## src/rtl/mdio_pkg.sv

```systemverilog
package mdio_pkg;
   localparam int FRAME_W  = 32;
   localparam int DATA_W   = 16;
   localparam int OP_LSB   = 28;
   localparam int TA_MSB   = 17;

   typedef enum logic [1:0] {
      OP_RSVD_A = 2'b00,
      OP_WRITE  = 2'b01,
      OP_READ   = 2'b10,
      OP_RSVD_B = 2'b11
   } mdio_op_e;
endpackage

```

## src/rtl/mdio_clk_div.sv

```systemverilog
module mdio_clk_div #(
   parameter int BASE_DIV = 8,
   parameter int SEL_W    = 2
) (
   input  logic             clk,
   input  logic             rst_n,
   input  logic             start,
   input  logic [SEL_W-1:0] sel,
   input  logic             run,
   output logic             mdc,
   output logic             rise_tick,
   output logic             fall_tick
);
   localparam int NSEL     = 1 << SEL_W;
   localparam int MAX_HALF = (BASE_DIV << (NSEL - 1)) / 2;
   localparam int CW       = (MAX_HALF > 1) ? $clog2(MAX_HALF) : 1;

   initial begin
      assert (BASE_DIV >= 2 && (BASE_DIV & (BASE_DIV - 1)) == 0)
         else $error("BASE_DIV must be a power of two of at least 2");
      assert (SEL_W >= 1) else $error("SEL_W must be at least 1");
   end

   logic [CW-1:0]    last_cnt [NSEL];
   logic [CW-1:0]    cnt;
   logic [SEL_W-1:0] sel_q;
   logic             tick;

   for (genvar g = 0; g < NSEL; g++) begin : g_half
      assign last_cnt[g] = CW'(((BASE_DIV << g) / 2) - 1);
   end

   assign tick      = run && (cnt == last_cnt[sel_q]);
   assign rise_tick = tick && !mdc;
   assign fall_tick = tick && mdc;

   always_ff @(posedge clk or negedge rst_n) begin
      if (!rst_n) begin
         cnt   <= '0;
         mdc   <= 1'b0;
         sel_q <= '0;
      end else if (start) begin
         cnt   <= '0;
         mdc   <= 1'b0;
         sel_q <= sel;
      end else if (run) begin
         if (tick) begin
            cnt <= '0;
            mdc <= ~mdc;
         end else begin
            cnt <= cnt + CW'(1);
         end
      end
   end

   // a paused engine holds its clock
   p_mdc_frozen_r11: assert property (@(posedge clk) disable iff (!rst_n)
      (!run && !start) |=> $stable(mdc));
endmodule

```

## src/rtl/mdio_shifter.sv

```systemverilog
module mdio_shifter
   import mdio_pkg::*;
#(
   parameter int PRE_BITS = 32
) (
   input  logic               clk,
   input  logic               rst_n,
   input  logic               mgmt_en,
   input  logic               frame_wr,
   input  logic [FRAME_W-1:0] frame_wdata,
   input  logic               rise_tick,
   input  logic               fall_tick,
   input  logic               mdio_i,
   output logic               busy,
   output logic               start,
   output logic [FRAME_W-1:0] frame_q,
   output logic               mdio_o,
   output logic               mdio_oe
);
   localparam int TOTAL    = PRE_BITS + FRAME_W;
   localparam int IW       = $clog2(TOTAL);
   localparam int TA_IDX   = PRE_BITS + (FRAME_W - 1 - TA_MSB);
   localparam int DATA_IDX = PRE_BITS + FRAME_W - DATA_W;

   initial begin
      assert (PRE_BITS >= 0 && PRE_BITS <= 64)
         else $error("PRE_BITS out of range");
   end

   logic [IW-1:0] idx;
   logic          in_pre;
   logic          is_read;
   logic          last_bit;
   logic          in_data;
   logic [4:0]    bpos;

   if (PRE_BITS > 0) begin : g_pre
      assign in_pre = idx < IW'(PRE_BITS);
   end else begin : g_nopre
      assign in_pre = 1'b0;
   end

   assign start    = frame_wr && mgmt_en && !busy;
   assign is_read  = frame_q[OP_LSB+1:OP_LSB] == OP_READ;
   assign last_bit = idx == IW'(TOTAL - 1);
   assign in_data  = idx >= IW'(DATA_IDX);

   always_comb begin
      bpos = 5'(FRAME_W - 1 - (int'(idx) - PRE_BITS));
   end

   assign mdio_o  = busy && (in_pre || frame_q[bpos]);
   assign mdio_oe = busy && !(is_read && idx >= IW'(TA_IDX));

   always_ff @(posedge clk or negedge rst_n) begin
      if (!rst_n) begin
         busy    <= 1'b0;
         idx     <= '0;
         frame_q <= '0;
      end else if (start) begin
         busy    <= 1'b1;
         idx     <= '0;
         frame_q <= frame_wdata;
      end else if (busy) begin
         if (rise_tick && is_read && in_data) begin
            frame_q[DATA_W-1:0] <= {frame_q[DATA_W-2:0], mdio_i};
         end
         if (fall_tick) begin
            if (last_bit) begin
               busy <= 1'b0;
               idx  <= '0;
            end else begin
               idx  <= idx + IW'(1);
            end
         end
      end
   end

   // bit position only advances on a falling clock tick
   p_bit_on_fall_r6: assert property (@(posedge clk) disable iff (!rst_n)
      !fall_tick |=> $stable(idx));
   // line released right after the last address bit of a read
   p_ta_release_r8: assert property (@(posedge clk) disable iff (!rst_n)
      (busy && is_read && fall_tick && idx == IW'(TA_IDX - 1)) |=> !mdio_oe);
   // sampling happens only with the line released
   p_capture_released_r9: assert property (@(posedge clk) disable iff (!rst_n)
      (busy && rise_tick && is_read && in_data) |-> !mdio_oe);
   // header of a running frame cannot be overwritten
   p_header_stable_r4: assert property (@(posedge clk) disable iff (!rst_n)
      busy |=> $stable(frame_q[FRAME_W-1:DATA_W]));
   // an accepted launch makes the engine busy
   p_launch_busy_r2: assert property (@(posedge clk) disable iff (!rst_n)
      start |=> busy);
endmodule

```

## src/rtl/mdio_frame_engine.sv

```systemverilog
module mdio_frame_engine
   import mdio_pkg::*;
#(
   parameter int BASE_DIV = 8,
   parameter int SEL_W    = 2,
   parameter int PRE_BITS = 32
) (
   input  logic             clk,
   input  logic             rst_n,
   input  logic             mgmt_en,
   input  logic [SEL_W-1:0] clk_div_sel,
   input  logic             frame_wr,
   input  logic [31:0]      frame_wdata,
   output logic [31:0]      frame_q,
   output logic             idle,
   output logic             mdc,
   output logic             mdio_o,
   output logic             mdio_oe,
   input  logic             mdio_i
);
   logic busy;
   logic start;
   logic run;
   logic rise_tick;
   logic fall_tick;

   assign run  = busy && mgmt_en;
   assign idle = !busy;

   mdio_clk_div #(
      .BASE_DIV (BASE_DIV),
      .SEL_W    (SEL_W)
   ) i_clk_div (
      .clk       (clk),
      .rst_n     (rst_n),
      .start     (start),
      .sel       (clk_div_sel),
      .run       (run),
      .mdc       (mdc),
      .rise_tick (rise_tick),
      .fall_tick (fall_tick)
   );

   mdio_shifter #(
      .PRE_BITS (PRE_BITS)
   ) i_shifter (
      .clk         (clk),
      .rst_n       (rst_n),
      .mgmt_en     (mgmt_en),
      .frame_wr    (frame_wr),
      .frame_wdata (frame_wdata),
      .rise_tick   (rise_tick),
      .fall_tick   (fall_tick),
      .mdio_i      (mdio_i),
      .busy        (busy),
      .start       (start),
      .frame_q     (frame_q),
      .mdio_o      (mdio_o),
      .mdio_oe     (mdio_oe)
   );

   // line and clock quiet while idle
   p_idle_quiet_r5: assert property (@(posedge clk) disable iff (!rst_n)
      idle |-> (!mdc && !mdio_oe));
endmodule

```

## config.mk

```make
export PLATFORM = sky130hd
export DESIGN_NAME = mdio_frame_engine
export DESIGN_NICKNAME = d
export VERILOG_FILES = /design/src/rtl/mdio_pkg.sv /design/src/rtl/mdio_clk_div.sv /design/src/rtl/mdio_shifter.sv /design/src/rtl/mdio_frame_engine.sv
export SDC_FILE = /design/constraint.sdc
export NUM_CORES = 1
export LEC_CHECK = 0
export BUFFER_PORTS_ARGS = -buffer_cell sky130_fd_sc_hd__buf_2
export CORE_MARGIN = 4
export CORE_UTILIZATION = 40
export CTS_CLUSTER_DIAMETER = 120
export DETAILED_ROUTE_END_ITERATION = 16
export GPL_TIMING_DRIVEN = 1
export PLACE_DENSITY = 0.79
export SETUP_SLACK_MARGIN = 0.05
export SKIP_LAST_GASP = 1
export SYNTH_ARGS = -nofsm -noshare
export SYNTH_HDL_FRONTEND = slang
export SYNTH_SLANG_ARGS = --single-unit
```

## constraint.sdc

```tcl
create_clock -name clk -period 2.02 [get_ports clk]
set_input_delay 0.202 -clock clk [delete_from_list [all_inputs] [get_ports clk]]
set_output_delay 0.202 -clock clk [all_outputs]
set_load 0.01 [all_outputs]
```

==> results of run 1 <==
-- registers in the layout, indices dropped and copies added (netlist names) --
register           cells
i_shifter.frame_q     32
i_shifter.idx          6
i_clk_div.cnt          5
i_clk_div.sel_q        2
i_clk_div.mdc          1
i_shifter.busy         1
-- critical path: cells and delay by family, from the launching register on --
| kind | cells | cell delay, ns |
|---|---|---|
| multiplexers | 2 | 0.98 |
| flip-flops | 1 | 0.40 |
| buffers and inverters | 2 | 0.26 |
| AO/OA/AOI/OAI | 1 | 0.14 |
| AND/OR/NAND/NOR | 1 | 0.06 |
-- through the flow --
| stage | area (sq um) | setup TNS (ns) | setup slack [ns] |
|---|---|---|---|
| 2_1_floorplan | 2550 | 0 | 0.0510 |
| 3_3_place_gp | 3070 | -0.102 | -0.102 |
| 3_5_place_dp | 3070 | -0.183 | -0.183 |
| 4_1_cts | 3190 | -0.347 | -0.347 |
| 5_1_grt | 3270 | -0.390 | -0.390 |
| 6_report | 3270 | -0.319 | -0.319 |
-- area by class of cell --
cell class	instances	area share
clock buffers	8	0.0306
inverters	2	0.00229
multi-input cells	198	0.399
flip-flops and latches	47	0.360
well taps	75	0.0287
repair buffers	97	0.180
-- worst max path at each step --
stage,from,end,cells past startpoint
4_1_cts,i_shifter.idx[0]$_DFFE_PN0P_,mdio_o,7
3_5_place_dp,i_shifter.idx[0]$_DFFE_PN0P_,mdio_o,6
6_report,i_shifter.idx[0]$_DFFE_PN0P_,mdio_o,6
3_3_place_gp,i_shifter.idx[0]$_DFFE_PN0P_,mdio_o,6
2_1_floorplan,i_clk_div.cnt[0]$_DFFE_PN0P_,i_shifter.frame_q[10]$_DFFE_PN0P_,8
5_1_grt,i_shifter.idx[0]$_DFFE_PN0P_,mdio_o,6
-- layout by cell type, fill, tap and decap left out, types with 3 or more instances in the layout --
cell type / n
nor2_1: 4
mux2_4: 10
buf_4: 19
mux2_2: 7
nor3_1: 4
a21oi_1: 4
mux4_2: 8
o21ai_0: 4
nand2_1: 114
nand4_1: 3
xor2_1: 3
clkbuf_8: 7
buf_2: 74
dfrtp_1: 46
mux2i_1: 6
-- where the power goes --
part / switching, mW / leakage [nW] / total [mW] / internal (mW)
clock network: 0.299 / 0.0515 / 0.612 / 0.313
logic: 0.796 / 1.07 / 1.76 / 0.967
registers: 0.338 / 0.607 / 1.64 / 1.31
total: 1.43 / 1.73 / 4.02 / 2.59
-- cells in the mapped netlist, types with 3 or more instances --
cell type / instances
clkbuf_1: 7
nor2_1: 4
buf_1: 3
a21oi_1: 4
mux2_2: 7
o21ai_0: 5
nand2_1: 114
xor2_1: 3
mux4_2: 8
and3_1: 3
mux2i_1: 6
dfrtp_1: 47
nor3_1: 4
nand4_1: 3
mux2_4: 10
-- routing by layer --
layer | wire [um] | GRT usage
met2 | 3030 | 0.275
met1 | 2780 | 0.226
met5 | 0 | 0
met4 | 44 | 0.0251
met3 | 284 | 0.0320
-- kinds of logic after synthesis --
family / after synthesis / synth area share
compound gates: 23 / 0.0654
xor+xnor: 4 / 0.0138
fa+ha+maj: 2 / 0.00983
buf+inv: 17 / 0.0393
flops: 47 / 0.462
mux: 31 / 0.184
simple gates: 138 / 0.226
-- timing repair --
action                     CTS  global route
buffers inserted             1             2
hold endpoints to repair     0             0
resized for setup            4             6
setup endpoints to repair    1            17
pin swaps                    0             1
cloned                       0             1
==> metrics.log, run 1 <==
[metrics] run status: finished with violations
[metrics] violated checks: negative hold slack, negative setup slack
[metrics] flop and latch count out of synthesis: 47
[metrics] fraction of synthesized cell area taken by the top area cell type: 0.462
[metrics] count of cells along the worst register-to-register path: 6
[metrics] final std cells w/o fill: 427
[metrics] cell-by-cell listing of the critical path: buf_12 > mux4_2 > mux4_2 > o21ai_2 > nor3_1 > buf_2
[metrics] Die Area: 7710 sq um
[metrics] Post-CTS Hold Buffers: 0
[metrics] DRC viols: 0
[metrics] sequential element share of the synthesized area: 0.462
[metrics] Critical Setup Path Class: flip-flop to primary output
[metrics] data required time at the worst endpoint: 1.82 ns
[metrics] Die X-Extent: around 88 um
[metrics] Total Routed Length: 6140 um
[metrics] maximum number of pins on one net before global-route repair: 48
[metrics] via-per-instance ratio: 5.04
[metrics] share of post-route cells with drive strength above 1: 0.392
[metrics] Detail Placement HPWL: 4470 um
[metrics] combined area of the multi-input logic cells: ~1300 sq um
[metrics] total power consumption of the routed design: 4.02 mW
[metrics] number of instances in the synthesized netlist: 262
[metrics] Max Buffers Root-to-Sink: 2
[metrics] fmax: 428 MHz
[metrics] worst reg-to-reg setup slack: 0.11 ns
[metrics] Syn. warnings: 0
[metrics] most instantiated flip-flop cell in the synthesis netlist: dfrtp_1
[metrics] area of the core region: a little over 6000 sq um
[metrics] Slew Limit Headroom: 0.609
[metrics] leading post-synthesis cells by cell area: dfrtp_1, nand2_1, mux4_2
[metrics] number of flops mapped to enable cells by yosys: 0
[metrics] library cell occupying the most area in the post-synthesis netlist: dfrtp_1
[metrics] RSZ-0062 raised after global routing: yes
[metrics] Initial Util: 0.420
[metrics] Finish-stage setup viols: 1
[metrics] Critical Path AT: 2.14 ns
[metrics] CP endpoint kind: primary output
[metrics] global-route wire length before repair: a little over 10000 um
[metrics] leakage component of the power: around 1.7 nW
[metrics] routed wirelength normalized by instance count: 14.4 um
[metrics] net count of the mapped netlist: 303
[metrics] synthesized area: 2550 sq um
[metrics] utilization after layout: 0.540
[metrics] max-slew violation total from the final report: 0
[metrics] number of H-tree levels: 2
[metrics] peak per-stage delay on the critical path: 0.49 ns
[metrics] global routing usage summed across all routing layers: 0.164
[metrics] number of antenna violations at the first check in global routing: 0
[metrics] CTS tree: done
[metrics] average instance area after synthesis: 9.72 sq um
[metrics] signed area change from the synthesized netlist to the final layout: 28.6%
[metrics] vias in the first global route: 2142
[metrics] count of inserted antenna diode cells: 0
[metrics] cell seen most often among critical-path stages: mux4_2
[metrics] # placed instances: 415
[metrics] post-synthesis async set-or-reset flop share: 1.00
[metrics] register cell area after layout: 1180 sq um
[metrics] pwr dens: 1230 nW/um^2
[metrics] Max stage delay cell, worst path: mux4_2
[metrics] pin slew with the least headroom to its limit: approximately 0.6 ns
[metrics] Hold Crit Class: input port to async pin
[metrics] vias after detailed routing: 2154
[metrics] Sink Count: 47
[metrics] crit share post-route: 1.16
[metrics] end of the worst register-to-register path: i_shifter.frame_q[5]$_DFFE_PN0P_
[metrics] post-CTS clock slew at the launch and capture registers of the worst setup and hold paths: ~0.090 ns
[metrics] clock skew: 0.00596 ns
[metrics] IR Drop Worst-Case VDD: approximately 540 uV
[metrics] final hold violations: 17
[metrics] Layout fillers: 546
[metrics] CTS buffer count: 5
[metrics] FF-to-FF Start: i_clk_div.sel_q[1]$_DFFE_PN0P_
[metrics] gpl congestion: 0.838
[metrics] post-route antenna net violation count: 0
[metrics] fin nets: 392
[metrics] die outline height: ~88 um
[metrics] clock latency at the later pin of the worst-skew pair: 0.29 ns
[metrics] first drt pass iteration count: 4
[metrics] Ports: 75
[metrics] number of rows in the core area: 28
[metrics] kind of start point of the critical path: flip-flop
[metrics] number of I/O port buffers: 74
[metrics] clock root buffer: clkbuf_8
[metrics] count of distinct cell types in the synthesized netlist: 43
[metrics] minimum hold slack: -0.0167 ns
[metrics] largest fanout on the critical path: 4
[metrics] count of routing violations after the opening detailed-route iteration: about 140
[metrics] max capacitance violation total: 0
[metrics] global route overflow: 0
[metrics] min cycle time layout: 2.34 ns
[metrics] min setup slack post-route: -0.319 ns
Note: power is estimated with default switching activity, not from simulation.
==> inputs of run 2 (changes only) <==
- ABC_AREA: unset -> 1
- CTS_CLUSTER_SIZE: unset -> 20
- PLACE_DENSITY: 0.79 -> 0.78
==> metrics.log, run 2 <==
[metrics] Slew Limit Headroom: 0.654 (was 0.609)
[metrics] number of instances in the synthesized netlist: 378 (was 262)
[metrics] data required time at the worst endpoint: 1.82 ns (about the same)
[metrics] die outline height: 90.1 um (was 87.8 um)
[metrics] global route overflow: 0 (unchanged)
[metrics] Ports: 75 (unchanged)
[metrics] wl on met1: 3040 um (was 2780 um)
[metrics] number of rows in the core area: 29 (was 28)
[metrics] max-slew violation total from the final report: 0 (unchanged)
[metrics] clock skew: 0.00989 ns (was 0.00596 ns)
[metrics] count of routing violations after the opening detailed-route iteration: 191 (was 137)
[metrics] Total Routed Length: 6720 um (was 6140 um)
[metrics] Initial Util: 0.417 (was 0.420)
[metrics] uppermost metal layer occupied by signal nets: met4 (unchanged)
[metrics] Max Buffers Root-to-Sink: 2 (unchanged)
[metrics] Biggest register: i_shifter.frame_q (unchanged)
[metrics] number of I/O port buffers: 74 (unchanged)
[metrics] net count of the mapped netlist: 419 (was 303)
[metrics] run status: finished clean (was finished with violations)
[metrics] worst hold path depth: 3
[metrics] CP endpoint kind: primary output (unchanged)
[metrics] pwr dens: 1030 nW/um^2 (was 1230 nW/um^2)
[metrics] Finish-stage setup viols: 0 (was 1)
[metrics] count of inserted antenna diode cells: 0 (unchanged)
[metrics] cell area after placement: 3110 sq um (was 3070 sq um)
[metrics] Setup Total Neg Slack: 0 ns (was -0.319 ns)
[metrics] largest registers in the final layout: i_shifter.frame_q: 32 flops, i_shifter.idx: 6 flops, i_clk_div.cnt: 5 flops (unchanged)
[metrics] gpl congestion: 0.903 (was 0.838)
[metrics] Detail Placement HPWL: 4940 um (was 4470 um)
[metrics] leakage component of the power: 1.83 nW (was 1.73 nW)
[metrics] most instantiated flip-flop cell in the synthesis netlist: dfrtp_1 (unchanged)
[metrics] global routing usage summed across all routing layers: 0.169 (was 0.164)
[metrics] CTS tree: done (unchanged)
[metrics] kind of start point of the critical path: flip-flop (unchanged)
[metrics] Die Area: 8120 sq um (was 7710 sq um)
[metrics] number of flip-flops in the largest register: 32 (unchanged)
[metrics] register cell area after layout: 1180 sq um (about the same)
[metrics] highest-count cells in the layout ignoring fill and taps: nand2_1, buf_2, nand3_1 (was nand2_1, buf_2, dfrtp_1)
[metrics] first drt pass iteration count: 4 (unchanged)
[metrics] final design instance area without fill: 3270 sq um (about the same)
[metrics] WL met3: 423 um (was 284 um)
[metrics] signed area change from the synthesized netlist to the final layout: 21.4% (was 28.6%)
[metrics] sequential element share of the synthesized area: 0.436 (was 0.462)
[metrics] average instance area after synthesis: 7.13 sq um (was 9.72 sq um)
[metrics] metal2 WL: 3160 um (was 3030 um)
[metrics] synthesized area: 2700 sq um (was 2550 sq um)
[metrics] final hold violations: 0 (was 17)
[metrics] largest fanout on the critical path: 6 (was 4)
[metrics] Hold Crit Class: input port to flip-flop (was input port to async pin)
[metrics] pin slew with the least headroom to its limit: 0.519 ns (was 0.587 ns)
[metrics] global-route wire length before repair: 11600 um (was 10100 um)
[metrics] count of distinct cell types in the synthesized netlist: 27 (was 43)
[metrics] CTS buffer count: 5 (unchanged)
[metrics] Layout fillers: 639 (was 546)
[metrics] Syn. warnings: 0 (unchanged)
[metrics] IR Drop Worst-Case VDD: 367 uV (was 542 uV)
[metrics] flop and latch count out of synthesis: 47 (unchanged)
[metrics] utilization after layout: 0.507 (was 0.540)
[metrics] min cycle time layout: 1.96 ns (was 2.34 ns)
[metrics] Sink Count: 47 (unchanged)
[metrics] share of post-route cells with drive strength above 1: 0.241 (was 0.392)
[metrics] Die X-Extent: 90.1 um (was 87.8 um)
[metrics] hold_sp: frame_wdata[31]
[metrics] vias after detailed routing: 2623 (was 2154)
[metrics] max capacitance violation total: 0 (unchanged)
[metrics] number of H-tree levels: 2 (unchanged)
[metrics] most common cell after layout, fill and taps aside: nand2_1 (unchanged)
[metrics] end of the worst register-to-register path: i_shifter.frame_q[11]$_DFFE_PN0P_ (was i_shifter.frame_q[5]$_DFFE_PN0P_)
[metrics] crit share post-route: 0.972 (was 1.16)
[metrics] maximum number of pins on one net before global-route repair: 33 (was 48)
[metrics] number of flops mapped to enable cells by yosys: 0 (unchanged)
[metrics] combined area of the multi-input logic cells: 1290 sq um (was 1310 sq um)
[metrics] number of antenna violations at the first check in global routing: 0 (unchanged)
[metrics] clock latency at the later pin of the worst-skew pair: 0.31 ns (was 0.29 ns)
[metrics] Critical Path AT: 1.76 ns (was 2.14 ns)
[metrics] end point of the worst hold path: i_shifter.frame_q[31]$_DFFE_PN0P_
[metrics] routed wirelength normalized by instance count: 12.7 um (was 14.4 um)
[metrics] fin nets: 494 (was 392)
[metrics] area of the core region: 6460 sq um (was 6060 sq um)
[metrics] cell types with the highest counts after synthesis: nand2_1, nand3_1, dfrtp_1 (was nand2_1, dfrtp_1, mux2_4)
[metrics] vias in the first global route: 2486 (was 2142)
[metrics] leading post-synthesis cells by cell area: dfrtp_1, nand2_1, nand3_1 (was dfrtp_1, nand2_1, mux4_2)
[metrics] clock root buffer: clkbuf_8 (unchanged)
[metrics] fmax: 509 MHz (was 428 MHz)
[metrics] post-route antenna net violation count: 0 (unchanged)
[metrics] worst reg-to-reg setup slack: 0.39 ns (was 0.11 ns)
[metrics] post-synthesis async set-or-reset flop share: 1.00 (unchanged)
[metrics] FF-to-FF Start: i_shifter.busy$_DFF_PN0_ (was i_clk_div.sel_q[1]$_DFFE_PN0P_)
[metrics] fraction of synthesized cell area taken by the top area cell type: 0.436 (was 0.462)
[metrics] pre-CTS setup slack: 0.374 ns (was -0.183 ns)
[metrics] min setup slack post-route: 0.0570 ns (was -0.319 ns)
[metrics] RSZ-0062 raised after global routing: yes (unchanged)
[metrics] leading cell type by number of instances after synthesis: nand2_1 (unchanged)
[metrics] DRC viols: 0 (unchanged)
[metrics] library cell occupying the most area in the post-synthesis netlist: dfrtp_1 (unchanged)
[metrics] post-CTS clock slew at the launch and capture registers of the worst setup and hold paths: 0.08 ns (was 0.09 ns)
[metrics] count of cells along the worst register-to-register path: 9 (was 6)
[metrics] Critical Setup Path Class: flip-flop to primary output (unchanged)
[metrics] via-per-instance ratio: 4.95 (was 5.04)
-- run 2: cell count changes after synthesis, moves of 6 or more --
| cell | change |
|---|---|
| inv_1 | +25 |
| mux4_2 | -8 |
| mux2_2 | -7 |
| nand2_1 | +44 |
| o21ai_0 | +20 |
| mux2i_1 | -6 |
| mux2_4 | -10 |
| nand3_1 | +49 |
| nor2_1 | +20 |
-- run 2: per-layer routing --
layer  up-vias  GRT usage
met5         -          0
met4         0     0.0421
met3        11     0.0434
met2        68      0.279
met1      1204      0.222
li1       1340          -
-- run 2: area by class of cell --
type | instances | share of cell area
Clock inverter | 2 | 0.0115
Sequential cell | 47 | 0.360
Timing Repair inverter | 1 | 0.00153
Clock buffer | 5 | 0.0210
Timing Repair Buffer | 84 | 0.144
Multi-Input combinational cell | 283 | 0.395
Inverter | 31 | 0.0371
Tap cell | 77 | 0.0294
-- run 2: worst max path at each step --
stage                                 start  cells past startpoint     end
2_1_floorplan  i_shifter.idx[0]$_DFFE_PN0P_                      8  mdio_o
3_3_place_gp   i_shifter.idx[1]$_DFFE_PN0P_                      9  mdio_o
3_5_place_dp   i_shifter.idx[1]$_DFFE_PN0P_                      9  mdio_o
4_1_cts        i_shifter.idx[0]$_DFFE_PN0P_                     10  mdio_o
5_1_grt        i_shifter.idx[0]$_DFFE_PN0P_                      9  mdio_o
6_report       i_shifter.idx[0]$_DFFE_PN0P_                      9  mdio_o
-- run 2: timing repair --
item | CTS | global route
hold buffers | 1 | 0
resized for setup | 1 | 8
hold endpoints to repair | 17 | 0
buffers inserted | 0 | 2
cloned | 0 | 1
setup endpoints to repair | 1 | 1
-- run 2: power by group --
part / switching, mW / internal (mW)
combinational: 0.748 / 0.521
clock: 0.318 / 0.362
sequential: 0.252 / 1.18
-- run 2: logic make-up (layout without fill, tap and decap cells) --
group / Yosys count / in the layout / synth area share
flip-flops: 47 / 47 / 0.436
AO/OA/AOI/OAI: 31 / 31 / 0.0590
AND/OR/NAND/NOR: 242 / 242 / 0.381
XOR/XNOR: 8 / 8 / 0.0288
buffers and inverters: 48 / 123 / 0.0854
adder cells (fa/ha/maj): 2 / 2 / 0.00928
-- run 2: stage by stage --
stage	total power [mW]	instances	hold slack, ns
after CTS	3.32	527	0.0858
final	3.38	530	0.0896
after global placement	2.61	519	0.145
after global routing	3.65	530	0.0883
after floorplan	2.22	378	-0.0936
after detailed placement	2.63	519	0.145
-- run 2: worst max-delay path, stage by stage (launching register included) --
cell and delay (ns):
dfrtp_2 0.45, clkinvlp_2 0.24, nand2_1 0.14, nand3_1 0.08, nand3_1 0.09, nand3_1 0.08
nand2_1 0.07, nand2_1 0.05, nor2_1 0.11, buf_2 0.15
==> inputs of run 3 (changes only) <==
- ABC_AREA: 1 -> unset
- PLACE_DENSITY: 0.78 -> 0.76
- clock period: 2.02 -> 1.95 ns (I/O delays scaled with it)
==> metrics.log, run 3 (synthesis gave the netlist of run 1 again) <==
[metrics] minimum hold slack: 0.0873 ns (was 0.0896 ns)
[metrics] global routing usage summed across all routing layers: 0.186 (was 0.169)
[metrics] min setup slack post-route: -0.419 ns (was 0.0570 ns)
[metrics] die outline height: 87.8 um (was 90.1 um)
[metrics] CTS buffer count: 5 (unchanged)
[metrics] pwr dens: 1310 nW/um^2 (was 1030 nW/um^2)
[metrics] clock skew: 0.00667 ns (was 0.00989 ns)
[metrics] combinational power share: 0.470 (was 0.375)
[metrics] max-slew violation total from the final report: 0 (unchanged)
[metrics] Ports: 75 (unchanged)
[metrics] violated checks: negative setup slack
[metrics] number of rows in the core area: 28 (was 29)
[metrics] CP endpoint kind: primary output (unchanged)
[metrics] end of the worst register-to-register path: i_shifter.frame_q[3]$_DFFE_PN0P_ (was i_shifter.frame_q[11]$_DFFE_PN0P_)
[metrics] Critical Setup Path Class: flip-flop to primary output (unchanged)
[metrics] via-per-instance ratio: 5.19 (was 4.95)
[metrics] Slew Limit Headroom: 0.600 (was 0.654)
[metrics] hold_sp: frame_wdata[31] (unchanged)
[metrics] final hold violations: 0 (unchanged)
[metrics] count of routing violations after the opening detailed-route iteration: 126 (was 191)
[metrics] Detail Placement HPWL: 5000 um (was 4940 um)
[metrics] CTS tree: done (unchanged)
[metrics] clock root buffer: clkbuf_8 (unchanged)
[metrics] worst reg-to-reg setup slack: 0.09 ns (was 0.39 ns)
[metrics] fin nets: 405 (was 494)
[metrics] crit share post-route: 1.21
[metrics] end point of the worst hold path: i_shifter.frame_q[31]$_DFFE_PN0P_ (unchanged)
[metrics] routed wirelength normalized by instance count: 15.5 um (was 12.7 um)
[metrics] Finish-stage setup viols: 1 (was 0)
[metrics] number of antenna violations at the first check in global routing: 0 (unchanged)
[metrics] Hold Crit Class: input port to flip-flop (unchanged)
[metrics] net switching component of the power: 1.58 mW (was 1.32 mW)
[metrics] Total Routed Length: 6820 um (was 6720 um)
[metrics] IR Drop Worst-Case VDD: 641 uV (was 367 uV)
[metrics] pin slew with the least headroom to its limit: 0.600 ns (was 0.519 ns)
[metrics] count of cells along the worst register-to-register path: 6 (was 9)
[metrics] first drt pass iteration count: 4 (unchanged)
[metrics] number of I/O port buffers: 74 (unchanged)
[metrics] clock latency at the later pin of the worst-skew pair: 0.29 ns (was 0.31 ns)
[metrics] total power consumption of the routed design: 4.46 mW (was 3.38 mW)
[metrics] max capacitance violation total: 0 (unchanged)
[metrics] leakage component of the power: 1.81 nW (was 1.83 nW)
[metrics] switching part of the total power: 0.355 (was 0.389)
[metrics] kind of start point of the critical path: flip-flop (unchanged)
[metrics] Die Area: 7710 sq um (was 8120 sq um)
[metrics] largest registers in the final layout: i_shifter.frame_q: 32 flops, i_shifter.idx: 6 flops, i_clk_div.cnt: 5 flops (unchanged)
[metrics] post-CTS clock slew at the launch and capture registers of the worst setup and hold paths: 0.09 ns (was 0.08 ns)
[metrics] Critical Path AT: 2.17 ns (was 1.76 ns)
[metrics] post-route antenna net violation count: 0 (unchanged)
[metrics] Sink Count: 47 (unchanged)
[metrics] gpl congestion: 0.897 (was 0.903)
[metrics] worst hold path depth: 3 (unchanged)
[metrics] RSZ-0062 raised after global routing: yes (unchanged)
[metrics] vias after detailed routing: 2280 (was 2623)
[metrics] register share of total power: 0.376 (was 0.424)
[metrics] run status: finished with violations (was finished clean)
[metrics] global-route wire length before repair: 11100 um (was 11600 um)
[metrics] share of post-route cells with drive strength above 1: 0.418 (was 0.241)
[metrics] maximum number of pins on one net before global-route repair: 28 (was 33)
[metrics] highest-count cells in the layout ignoring fill and taps: nand2_1, buf_2, dfrtp_1 (was nand2_1, buf_2, nand3_1)
[metrics] Initial Util: 0.420 (was 0.417)
[metrics] DRC viols: 0 (unchanged)
[metrics] pre-CTS setup slack: -0.352 ns (was 0.374 ns)
[metrics] signed area change from the synthesized netlist to the final layout: 34.2% (was 21.4%)
[metrics] global route overflow: 0 (unchanged)
[metrics] Clock power frac: 0.154 (was 0.201)
[metrics] vias in the first global route: 2255 (was 2486)
[metrics] area of the core region: 6060 sq um (was 6460 sq um)
[metrics] number of H-tree levels: 2 (unchanged)
[metrics] number of flip-flops in the largest register: 32 (unchanged)
[metrics] FF-to-FF Start: i_clk_div.sel_q[1]$_DFFE_PN0P_ (was i_shifter.busy$_DFF_PN0_)
[metrics] largest fanout on the critical path: 5 (was 6)
[metrics] count of inserted antenna diode cells: 0 (unchanged)
[metrics] Max Buffers Root-to-Sink: 2 (unchanged)
[metrics] data required time at the worst endpoint: 1.75 ns (was 1.82 ns)
[metrics] Die X-Extent: 87.8 um (was 90.1 um)
[metrics] internal power consumption: 2.88 mW (was 2.07 mW)
[metrics] Layout fillers: 531 (was 639)
[metrics] fmax: 422 MHz
[metrics] min cycle time layout: approximately 2.4 ns
[metrics] most common cell after layout, fill and taps aside: nand2_1 (unchanged)
[metrics] Biggest register: i_shifter.frame_q (unchanged)
[run 3: worst max-delay path by stage]
stage / startpoint / end
2_1_floorplan: i_clk_div.cnt[3]$_DFFE_PN0P_ / i_shifter.frame_q[10]$_DFFE_PN0P_
3_3_place_gp: i_shifter.idx[0]$_DFFE_PN0P_ / mdio_o
3_5_place_dp: i_shifter.idx[0]$_DFFE_PN0P_ / mdio_o
4_1_cts: i_shifter.idx[0]$_DFFE_PN0P_ / mdio_o
5_1_grt: i_shifter.idx[0]$_DFFE_PN0P_ / mdio_o
6_report: i_shifter.idx[0]$_DFFE_PN0P_ / mdio_o
[run 3: through the flow]
step / util / std cells / instance area [sq um] / setup TNS (ns)
2_1_floorplan: - / 262 / 2560 / 0
3_3_place_gp: 0.522 / 426 / 3170 / -0.211
3_5_place_dp: 0.522 / 426 / 3170 / -0.352
4_1_cts: 0.557 / 437 / 3370 / -0.671
5_1_grt: 0.564 / 439 / 3420 / -0.503
6_report: 0.564 / 439 / 3420 / -0.419
[run 3: what timing repair did]
| action | in CTS | in global routing |
|---|---|---|
| endpoints found under the setup margin | 7 | 15 |
| gates cloned | 2 | 0 |
| resized for setup | 10 | 9 |
| pin swaps | 2 | 2 |
| hold endpoints to repair | 25 | 0 |
| hold buffers | 1 | 0 |
| setup buffers | 1 | 2 |
[run 3: area by class of cell]
| class | instances | area [sq um] | area share |
|---|---|---|---|
| Clock buffer | 6 | 72.6 | 0.0212 |
| Clock inverter | 1 | 30.0 | 0.00879 |
| Inverter | 2 | 7.51 | 0.00220 |
| Multi-Input combinational cell | 198 | 1360 | 0.397 |
| Sequential cell | 47 | 1180 | 0.345 |
| Tap cell | 75 | 93.8 | 0.0275 |
| Timing Repair Buffer | 110 | 677 | 0.198 |
[run 3: critical path: stages, from the launching register on]
cell and delay [ns]:
dfrtp_2 0.46, buf_6 0.15, mux4_2 0.51, mux2_4 0.30
nor4b_4 0.23, nor3_2 0.08, buf_2 0.14
[run 3: metal layers]
metal | track usage | wire, um | up-vias | part of all wire
met4 | 0.0544 | 67 | 0 | 0.0098
met5 | 0 | 0 | - | 0
met2 | 0.336 | 3590 | 49 | 0.53
li1 | - | - | 1095 | -
met3 | 0.0282 | 273 | 4 | 0.040
met1 | 0.229 | 2900 | 1132 | 0.42
[run 3: power groups by stage]
stage          clock network, mW  registers (mW)  logic, mW
2_1_floorplan                  0            1.81      0.903
3_3_place_gp                   0            1.67       1.88
3_5_place_dp                   0            1.69       1.94
4_1_cts                    0.705            1.68       2.03
5_1_grt                    0.751            1.73       2.30
6_report                   0.689            1.68       2.10
